**src/rtl/tmr16_pkg.sv**
```systemverilog
package tmr16_pkg;

    typedef enum logic [1:0] {
        MODE_RELOAD  = 2'd0,
        MODE_CAPTURE = 2'd1,
        MODE_CLKOUT  = 2'd2
    } mode_e;

    typedef enum logic [1:0] {
        SEL_CNT_LO = 2'd0,
        SEL_CNT_HI = 2'd1,
        SEL_REL_LO = 2'd2,
        SEL_REL_HI = 2'd3
    } wsel_e;

    typedef struct packed {
        mode_e mode;
        logic  step;
        logic  up;
        logic  cap;
    } ctl_t;

    function automatic mode_e pick_mode(input logic clk_out_en, input logic cap_sel);
        if (clk_out_en)
            return MODE_CLKOUT;
        else if (cap_sel)
            return MODE_CAPTURE;
        else
            return MODE_RELOAD;
    endfunction

endpackage

```
**src/rtl/tmr16_sync.sv**
```systemverilog
module tmr16_sync #(
    parameter int STAGES = 2
) (
    input  logic clk,
    input  logic rst,
    input  logic pin,
    output logic lvl,
    output logic fall
);
    logic [STAGES:0] sh_q;

    always_ff @(posedge clk) begin
        if (rst)
            sh_q <= '0;
        else
            sh_q <= {sh_q[STAGES-1:0], pin};
    end

    assign lvl  = sh_q[STAGES-1];
    assign fall = sh_q[STAGES] & ~sh_q[STAGES-1];
endmodule

```
**src/rtl/tmr16_core.sv**
```systemverilog
module tmr16_core
    import tmr16_pkg::*;
#(
    parameter int HALF_W = 8
) (
    input  logic                clk,
    input  logic                rst,
    input  ctl_t                ctl,
    input  logic                wr_en,
    input  logic [1:0]          wr_sel,
    input  logic [HALF_W-1:0]   wr_data,
    output logic [2*HALF_W-1:0] count,
    output logic [2*HALF_W-1:0] reload,
    output logic                wrap
);
    localparam int CNT_W = 2 * HALF_W;

    logic [HALF_W-1:0] lo_q, hi_q, rlo_q, rhi_q;
    logic [HALF_W-1:0] lo_n, hi_n;
    logic              at_max, at_rel;

    assign count  = {hi_q, lo_q};
    assign reload = {rhi_q, rlo_q};
    assign at_max = &count;
    assign at_rel = (count == reload);

    // cascaded halves: high half moves on the low half's carry / borrow
    always_comb begin
        lo_n = lo_q;
        hi_n = hi_q;
        wrap = 1'b0;
        if (ctl.step) begin
            if (ctl.up) begin
                if (at_max) begin
                    wrap = 1'b1;
                    {hi_n, lo_n} = (ctl.mode == MODE_CAPTURE) ? {CNT_W{1'b0}} : reload;
                end else begin
                    lo_n = lo_q + 1'b1;
                    hi_n = hi_q + {{(HALF_W-1){1'b0}}, &lo_q};
                end
            end else begin
                if (at_rel) begin
                    wrap = 1'b1;
                    {hi_n, lo_n} = {CNT_W{1'b1}};
                end else begin
                    lo_n = lo_q - 1'b1;
                    hi_n = hi_q - {{(HALF_W-1){1'b0}}, (lo_q == '0)};
                end
            end
        end
    end

    always_ff @(posedge clk) begin
        if (rst) begin
            lo_q  <= '0;
            hi_q  <= '0;
            rlo_q <= '0;
            rhi_q <= '0;
        end else begin
            lo_q <= (wr_en && wsel_e'(wr_sel) == SEL_CNT_LO) ? wr_data :
                    (wr_en && wsel_e'(wr_sel) == SEL_CNT_HI) ? lo_q : lo_n;
            hi_q <= (wr_en && wsel_e'(wr_sel) == SEL_CNT_HI) ? wr_data :
                    (wr_en && wsel_e'(wr_sel) == SEL_CNT_LO) ? hi_q : hi_n;
            if (wr_en && wsel_e'(wr_sel) == SEL_REL_LO)
                rlo_q <= wr_data;
            else if (ctl.cap)
                rlo_q <= lo_q;
            if (wr_en && wsel_e'(wr_sel) == SEL_REL_HI)
                rhi_q <= wr_data;
            else if (ctl.cap)
                rhi_q <= hi_q;
        end
    end
endmodule

```
**src/rtl/tmr16_clkout.sv**
```systemverilog
module tmr16_clkout
    import tmr16_pkg::*;
#(
    parameter int HALF_W    = 8,
    parameter int SYNC_STGS = 2
) (
    input  logic                clk,
    input  logic                rst,
    input  logic                tick_i,
    input  logic                cnt_pin_i,
    input  logic                trig_i,
    input  logic                run_i,
    input  logic                src_ext_i,
    input  logic                cap_sel_i,
    input  logic                dn_en_i,
    input  logic                clk_out_en_i,
    input  logic                ovf_clr_i,
    input  logic                ext_clr_i,
    input  logic                wr_en_i,
    input  logic [1:0]          wr_sel_i,
    input  logic [HALF_W-1:0]   wr_data_i,
    output logic [2*HALF_W-1:0] count_o,
    output logic [2*HALF_W-1:0] reload_o,
    output logic                ovf_o,
    output logic                ext_o,
    output logic                clk_out_o
);
    logic  trig_lvl, trig_fall, cnt_lvl, cnt_fall;
    logic  wrap;
    mode_e mode;
    ctl_t  ctl;

    tmr16_sync #(.STAGES(SYNC_STGS)) u_sync_trig (
        .clk(clk), .rst(rst), .pin(trig_i), .lvl(trig_lvl), .fall(trig_fall)
    );

    tmr16_sync #(.STAGES(SYNC_STGS)) u_sync_cnt (
        .clk(clk), .rst(rst), .pin(cnt_pin_i), .lvl(cnt_lvl), .fall(cnt_fall)
    );

    always_comb begin
        mode     = pick_mode(clk_out_en_i, cap_sel_i);
        ctl.mode = mode;
        ctl.step = run_i & (src_ext_i ? cnt_fall : tick_i);
        ctl.up   = (mode != MODE_RELOAD) | ~dn_en_i | trig_lvl;
        ctl.cap  = (mode == MODE_CAPTURE) & trig_fall;
    end

    tmr16_core #(.HALF_W(HALF_W)) u_core (
        .clk(clk), .rst(rst), .ctl(ctl),
        .wr_en(wr_en_i), .wr_sel(wr_sel_i), .wr_data(wr_data_i),
        .count(count_o), .reload(reload_o), .wrap(wrap)
    );

    always_ff @(posedge clk) begin
        if (rst) begin
            ovf_o     <= 1'b0;
            ext_o     <= 1'b0;
            clk_out_o <= 1'b0;
        end else begin
            if (wrap && mode != MODE_CLKOUT)
                ovf_o <= 1'b1;
            else if (ovf_clr_i)
                ovf_o <= 1'b0;

            if (wrap && mode == MODE_RELOAD && dn_en_i)
                ext_o <= ~ext_o;
            else if (ctl.cap)
                ext_o <= 1'b1;
            else if (ext_clr_i)
                ext_o <= 1'b0;

            if (mode != MODE_CLKOUT)
                clk_out_o <= 1'b0;
            else if (wrap)
                clk_out_o <= ~clk_out_o;
        end
    end

    logic unused_lvl;
    assign unused_lvl = cnt_lvl;
endmodule

```
**config.mk**
```make
export PLATFORM = sky130hd
export DESIGN_NAME = tmr16_clkout
export DESIGN_NICKNAME = d
export VERILOG_FILES = /design/src/rtl/tmr16_pkg.sv /design/src/rtl/tmr16_sync.sv /design/src/rtl/tmr16_core.sv /design/src/rtl/tmr16_clkout.sv
export SDC_FILE = /design/constraint.sdc
export NUM_CORES = 1
export LEC_CHECK = 0
export ABC_AREA = 1
export BUFFER_PORTS_ARGS = -buffer_cell sky130_fd_sc_hd__buf_2
export CORE_MARGIN = 5
export CORE_UTILIZATION = 51
export CTS_CLUSTER_DIAMETER = 80
export DETAILED_ROUTE_END_ITERATION = 16
export PLACE_DENSITY = 0.77
export SETUP_SLACK_MARGIN = 0.05
export SLEW_MARGIN = 30
export SYNTH_ARGS = -nofsm -noshare
export SYNTH_HDL_FRONTEND = slang
export SYNTH_HIERARCHICAL = 1
export SYNTH_SLANG_ARGS = --single-unit
```
**constraint.sdc**
```tcl
create_clock -name clk -period 2.3 [get_ports clk]
set_clock_uncertainty 0.2 [all_clocks]
set_input_delay 0.345 -clock clk [delete_from_list [all_inputs] [get_ports clk]]
set_output_delay 0.345 -clock clk [all_outputs]
set_load 0.01 [all_outputs]
```
======== Word level (Yosys, flattened, before mapping) ========
Index checks and enable logic that the tools add are counted.
word-level totals
  bits in registers ....................... 41
  input port bits ......................... 23
  output and inout port bits .............. 35
  logic and storage cells ................. 83
operators by class
  $add $sub $neg .......................... 4
  eq/ne operators ......................... 8
  multiplexer cells ....................... 29
  bitwise logic cells ..................... 11
  reduce and logical (&&, ||, !) cells .... 22
operator list
  operator               number
  $mux W8                16
  $eq A16 B16 Y1         1
  $mux W16               1
  $reduce_and A16 Y1     1
  $reduce_bool A2 Y1     6
  $mux W1                11
  $add A8 B1 Y8          1
  $add A8 B1 Y8 const B  1
  $logic_not A8 Y1       1
  $reduce_and A8 Y1      1
  $sub A8 B1 Y8          1
  $sub A8 B1 Y8 const B  1
  $logic_and A1 B1 Y1    7
  $not A1 Y1             5
  $and A1 B1 Y1          4
  $eq A2 B1 Y1 const B   2
  $eq A2 B2 Y1 const B   2
  $logic_not A2 Y1       2
  $ne A2 B2 Y1 const B   2
  $reduce_and A2 Y1      2
  $reduce_bool A3 Y1     1
  $mux W2                1
  $ne A2 B1 Y1 const B   1
  $or A1 B1 Y1           2
  $reduce_or A2 Y1       1

======== Logic depth before layout (Yosys ltp) ========
  word-level depth ........................ 10
  depth in mapped cells ................... 15
  gate-level depth less buffers ........... 14

======== By module ========
Netlist, hierarchy kept.
modules (own cells, without submodules)
  module        instances  cells each  area each (µm²)  seq. area each (µm²)
  tmr16_core    1          467         2867.8           640.6
  tmr16_sync    2          11          92.6             60.1
  tmr16_clkout  1          30          180.2            60.1

======== Worst setup path before layout ========
Ideal clock, no wire load.
  kind .................................... register -> register
  from .................................... register u_core.lo_q[0]
  to ...................................... register u_core.hi_q[6]
  setup time .............................. 122 ps
  arrival time ............................ 2127 ps
  required time ........................... 1978 ps
  setup slack ............................. -149 ps
  cell stages (with the launch flop) ...... 15
  buffers on the path ..................... 0
  clock period less this slack ............ 2449 ps
  cells stage by stage .................... dfxtp_1 -> inv_1 -> ha_1 -> nand3_1 -> or2_2 -> nor2_1 -> ha_1 -> ha_1 -> inv_1 -> nor2_1 -> nand3_1 -> xor2_1 -> nand3_1 -> nand3_1 -> a21oi_2
on the way
  longest elaborated chain between the ends .. 7
  elaborated cells between the ends (all ways) .. 12
  classes of those cells .................. 2 x add/sub; 1 x eq/ne; 6 x mux; 3 x reduce/logical
ends and longest elaborated chain
  item                                                   line                                text
  from (decl)                                            tmr16_core.sv:18                    logic [HALF_W-1:0] lo_q, hi_q, rlo_q, rhi_q;
  from (signal assigned)                                 tmr16_core.sv:60                    lo_q <= (wr_en && wsel_e'(wr_sel) == SEL_CNT_LO) ? wr_data :
  $logic_not A8 Y1 or $reduce_and A8 Y1 (tied branches)  tmr16_core.sv:47, tmr16_core.sv:39
  $sub A8 B1 Y8 or $add A8 B1 Y8 (tied branches)         tmr16_core.sv:47, tmr16_core.sv:39
  $mux W8 (on tied branches)                             tmr16_core.sv:42, tmr16_core.sv:34
  $mux W8 *                                              tmr16_core.sv:33                    if (ctl.up) begin
  $mux W8 *                                              tmr16_core.sv:32                    if (ctl.step) begin
  $mux W8 *                                              tmr16_core.sv:63                    (wr_en && wsel_e'(wr_sel) == SEL_CNT_LO) ? hi_q : hi_n;
  $mux W8 *                                              tmr16_core.sv:62                    hi_q <= (wr_en && wsel_e'(wr_sel) == SEL_CNT_HI) ? wr_data :
  to (signal assigned)                                   tmr16_core.sv:62
  to (decl)                                              tmr16_core.sv:18
Every way passes the cells marked *; elsewhere a longest branch is shown, timed or not. The select of a mux whose other input is x is not followed.
A chain may end at the register's enable or synchronous reset.

======== Worst setup path after layout ========
Ends and elaborated chain as after synthesis.

==> metrics <==
worst-path cell with the longest stage delay=sky130_fd_sc_hd__dfxtp_4; antenna-violating nets left=0; family with the most delay on the worst path=simple AND/OR/NAND/NOR gates; average cell area after synthesis=6.229 sq um; biggest area consumer among synthesized cells=sky130_fd_sc_hd__dfxtp_1; number of enable-type register cells in the synthesized netlist=0; share of the cycle needed by the critical path after routing=98.62%; number of placed instances with taps included=659; total power after layout=0.002213 W; wire length of the first global-routing pass=17,680 um; post-layout util=64.33%; antenna diode instance count=0; Detailed Route WL=11,250 um; most frequently used cell type in the post-synthesis netlist=sky130_fd_sc_hd__nand2_1; run status=complete, no violations; total number of placement rows=29; power density over cell area=551.2 nW/um^2; element type at the critical path end=flip-flop; number of placed I/O pins=58; largest fanout on the critical path=4; required time worst endpoint=2350 ps; final instance count without filler cells=672; CTS tree=built; Global Route Usage Sum=28.51%; number of design rule violations left after detail routing=0; sequential-to-total area share from yosys stat=25.39%; Clock Sinks=41; first-pass detailed-route iteration total=5; Crit path largest cell delay=380 ps; maximum number of pins on one net before global-route repair=26; routed wire length per instance=16.75 um; setup TNS=0 ps; portion of synthesized cell area occupied by the leading cell type=25.39%; max_cap viols=0; fraction of registers with async set or reset after synthesis=0%; Cells after Synth=519; width of the die=89.62 um; worst min-delay path category=in -> reg; count of different cell masters after synthesis=33; Bufs on Longest Clock Path=2; drt first-iter violations=434; cell area after layout=4015 sq um; worst slew pin tran=698.5 ps; number of endpoints with negative hold slack in the final report=0; HPWL Detailed=7768 um; clock-pin slew on the worst setup and hold paths=100 ps; via/cell ratio=5.872; cell types with the highest counts after synthesis=133 x sky130_fd_sc_hd__nand2_1, 67 x sky130_fd_sc_hd__nor2_1, 59 x sky130_fd_sc_hd__nand3_1, 55 x sky130_fd_sc_hd__inv_1, 41 x sky130_fd_sc_hd__dfxtp_1; main flop type after synthesis=sky130_fd_sc_hd__dfxtp_1; core footprint=6241 sq um; final estimated routing congestion in global placement=0.9712; height of the die=89.62 um; vias in the first global route=3,789; area of the mapped netlist=3233 sq um; arrival time of the worst setup path=2320 ps; flop and latch count out of synthesis=41; number of setup violations in the final report=0; placed standard-cell area=3777 sq um; clock root buffer master=sky130_fd_sc_hd__clkbuf_8; clock latency reported for the late side of the worst-skew pair=310 ps; share of cells above drive strength 1=27.73%; Most Frequent Cell on Critical Path=sky130_fd_sc_hd__ha_4; post-layout net count=623; CP Class=reg -> reg; Die ar.=8032 sq um; clock period minus worst slack=2268 ps; top cells by area, synth=sky130_fd_sc_hd__dfxtp_1 25%, sky130_fd_sc_hd__nand2_1 15%, sky130_fd_sc_hd__nand3_1 9.1%, sky130_fd_sc_hd__nor2_1 7.8%, sky130_fd_sc_hd__inv_1 6.4%; aggregate global routing overflow=0; layout-stage area growth over the synthesis result=24.19%; net count of the mapped netlist=548; Buffers on Ports=57; TritonCTS Buffers=5; critical path launch point type=flip-flop; starting utilization of the core area=51.80%; largest vdd supply drop=0.0003757 V; sequence of cells on the critical path=inv_4 > ha_4 > nand3_4 > or2_4 > nor2_4 > ha_4 > ha_4 > inv_2 > nor2_4 > nand3_2 > xor2_1 > nand3_1 > nand3_2 > a21oi_2; Slew Viols, Final=0; Synth Warn #=6; static leakage=1.904 nW; H-Tree Level Count=2; unrepaired setup endpoints after global routing=true; Buffers & Inverters on Critical Path=2; initial antenna violation count=0; routed vias=3,946; relative max-transition margin=53.30%; upper clock frequency limit=440.9 MHz
==> cell type report <==
type                            count  area, sq um
Tap cell                           77        96.34
Clock buffer                        6        93.84
Multi-Input combinational cell    387         2137
Fill cell                         584         2226
Inverter                           63        241.5
Clock inverter                      2        35.03
Sequential cell                    41        833.3
Timing Repair Buffer               96        578.1
==> worst min-delay path, stage by stage <==
cell	delay, ps
sky130_fd_sc_hd__buf_2	90
sky130_fd_sc_hd__inv_1	40
sky130_fd_sc_hd__nor2_1	30
==> state kept, by name (all words and copies together) (netlist names) <==
name              cells
ovf_o                 1
u_sync_cnt/sh_q       3
u_core/hi_q           8
u_core/rhi_q          8
u_core/rlo_q          8
ext_o                 1
clk_out_o             1
u_core/lo_q           8
u_sync_trig/sh_q      3
==> cells in the final DEF, fill, tap and decap left out, types with 2 or more instances in the layout <==
master and count:
sky130_fd_sc_hd__buf_2 57, sky130_fd_sc_hd__nand4_1 5, sky130_fd_sc_hd__nor3_2 3, sky130_fd_sc_hd__o21ai_2 2, sky130_fd_sc_hd__nand3b_1 3, sky130_fd_sc_hd__buf_4 39
sky130_fd_sc_hd__dfxtp_2 4, sky130_fd_sc_hd__dfxtp_1 35, sky130_fd_sc_hd__nand3_2 3, sky130_fd_sc_hd__nand2_4 2, sky130_fd_sc_hd__o21ai_0 20, sky130_fd_sc_hd__xor2_1 13
sky130_fd_sc_hd__nand3_1 54, sky130_fd_sc_hd__nor2_4 4, sky130_fd_sc_hd__nand2_1 133, sky130_fd_sc_hd__inv_2 9, sky130_fd_sc_hd__nor2_2 8, sky130_fd_sc_hd__a21oi_1 30
sky130_fd_sc_hd__xnor2_1 2, sky130_fd_sc_hd__a21oi_2 7, sky130_fd_sc_hd__nand2_2 2, sky130_fd_sc_hd__nor3_1 3, sky130_fd_sc_hd__nor3_4 4, sky130_fd_sc_hd__inv_1 51
sky130_fd_sc_hd__nand3_4 2, sky130_fd_sc_hd__clkbuf_8 5, sky130_fd_sc_hd__ha_4 6, sky130_fd_sc_hd__dfxtp_4 2, sky130_fd_sc_hd__a311oi_1 16, sky130_fd_sc_hd__inv_4 2
sky130_fd_sc_hd__nor2_1 61
==> layer usage <==
layer	vias up	wire length, um	track usage, %
met5	-	0	0
met4	0	543	15.70
met3	55	1239	5.657
met2	272	5146	46.74
met1	1800	4324	34.87
li1	1819	-	-
==> cell families (layout without fill, tap and decap cells) <==
kind of cell	after synthesis	count (layout)	share of synthesized area (%)
compound gates	77	77	14.94
xor+xnor	15	15	4.064
fa+ha+maj	6	6	2.322
buf+inv	91	167	13.39
flops	41	41	25.39
simple gates	289	289	39.90
==> worst paths after layout <==
path	startpoint	to	slack, ps	depth (start not counted)
hold / removal	cnt_pin_i	u_sync_cnt/sh_q[0]	40	3
setup reg to reg	u_core/lo_q[0]	u_core/hi_q[6]	30	14
setup / recovery	u_core/lo_q[0]	u_core/hi_q[6]	30	14
hold reg to reg	u_sync_trig/sh_q[0]	u_sync_trig/sh_q[1]	210	2
==> report_power, final <==
group          leakage, nW  internal (W)  switching (W)
Clock               0.0663      0.000388       0.000287
Sequential           0.339      0.000757      0.0000614
Combinational         1.50      0.000296       0.000423
Total                 1.90       0.00144       0.000772
==> stage by stage <==
step	hold WS (ps)	worst slack (ps)
6_report	42.83	31.78
5_1_grt	71.48	-108.8
4_1_cts	42.92	42.10
3_5_place_dp	203.8	-37.97
3_3_place_gp	191.2	11.90
2_1_floorplan	188.3	50.32
==> timing repair <==
action / in CTS / in global routing
buffers inserted: 1 / 4
pin swaps: 5 / 8
gates resized for setup: 2 / 13
endpoints found under the setup margin: 5 / 9
hold buffers: 0 / 0
Note: power is estimated with default switching activity, not from simulation.
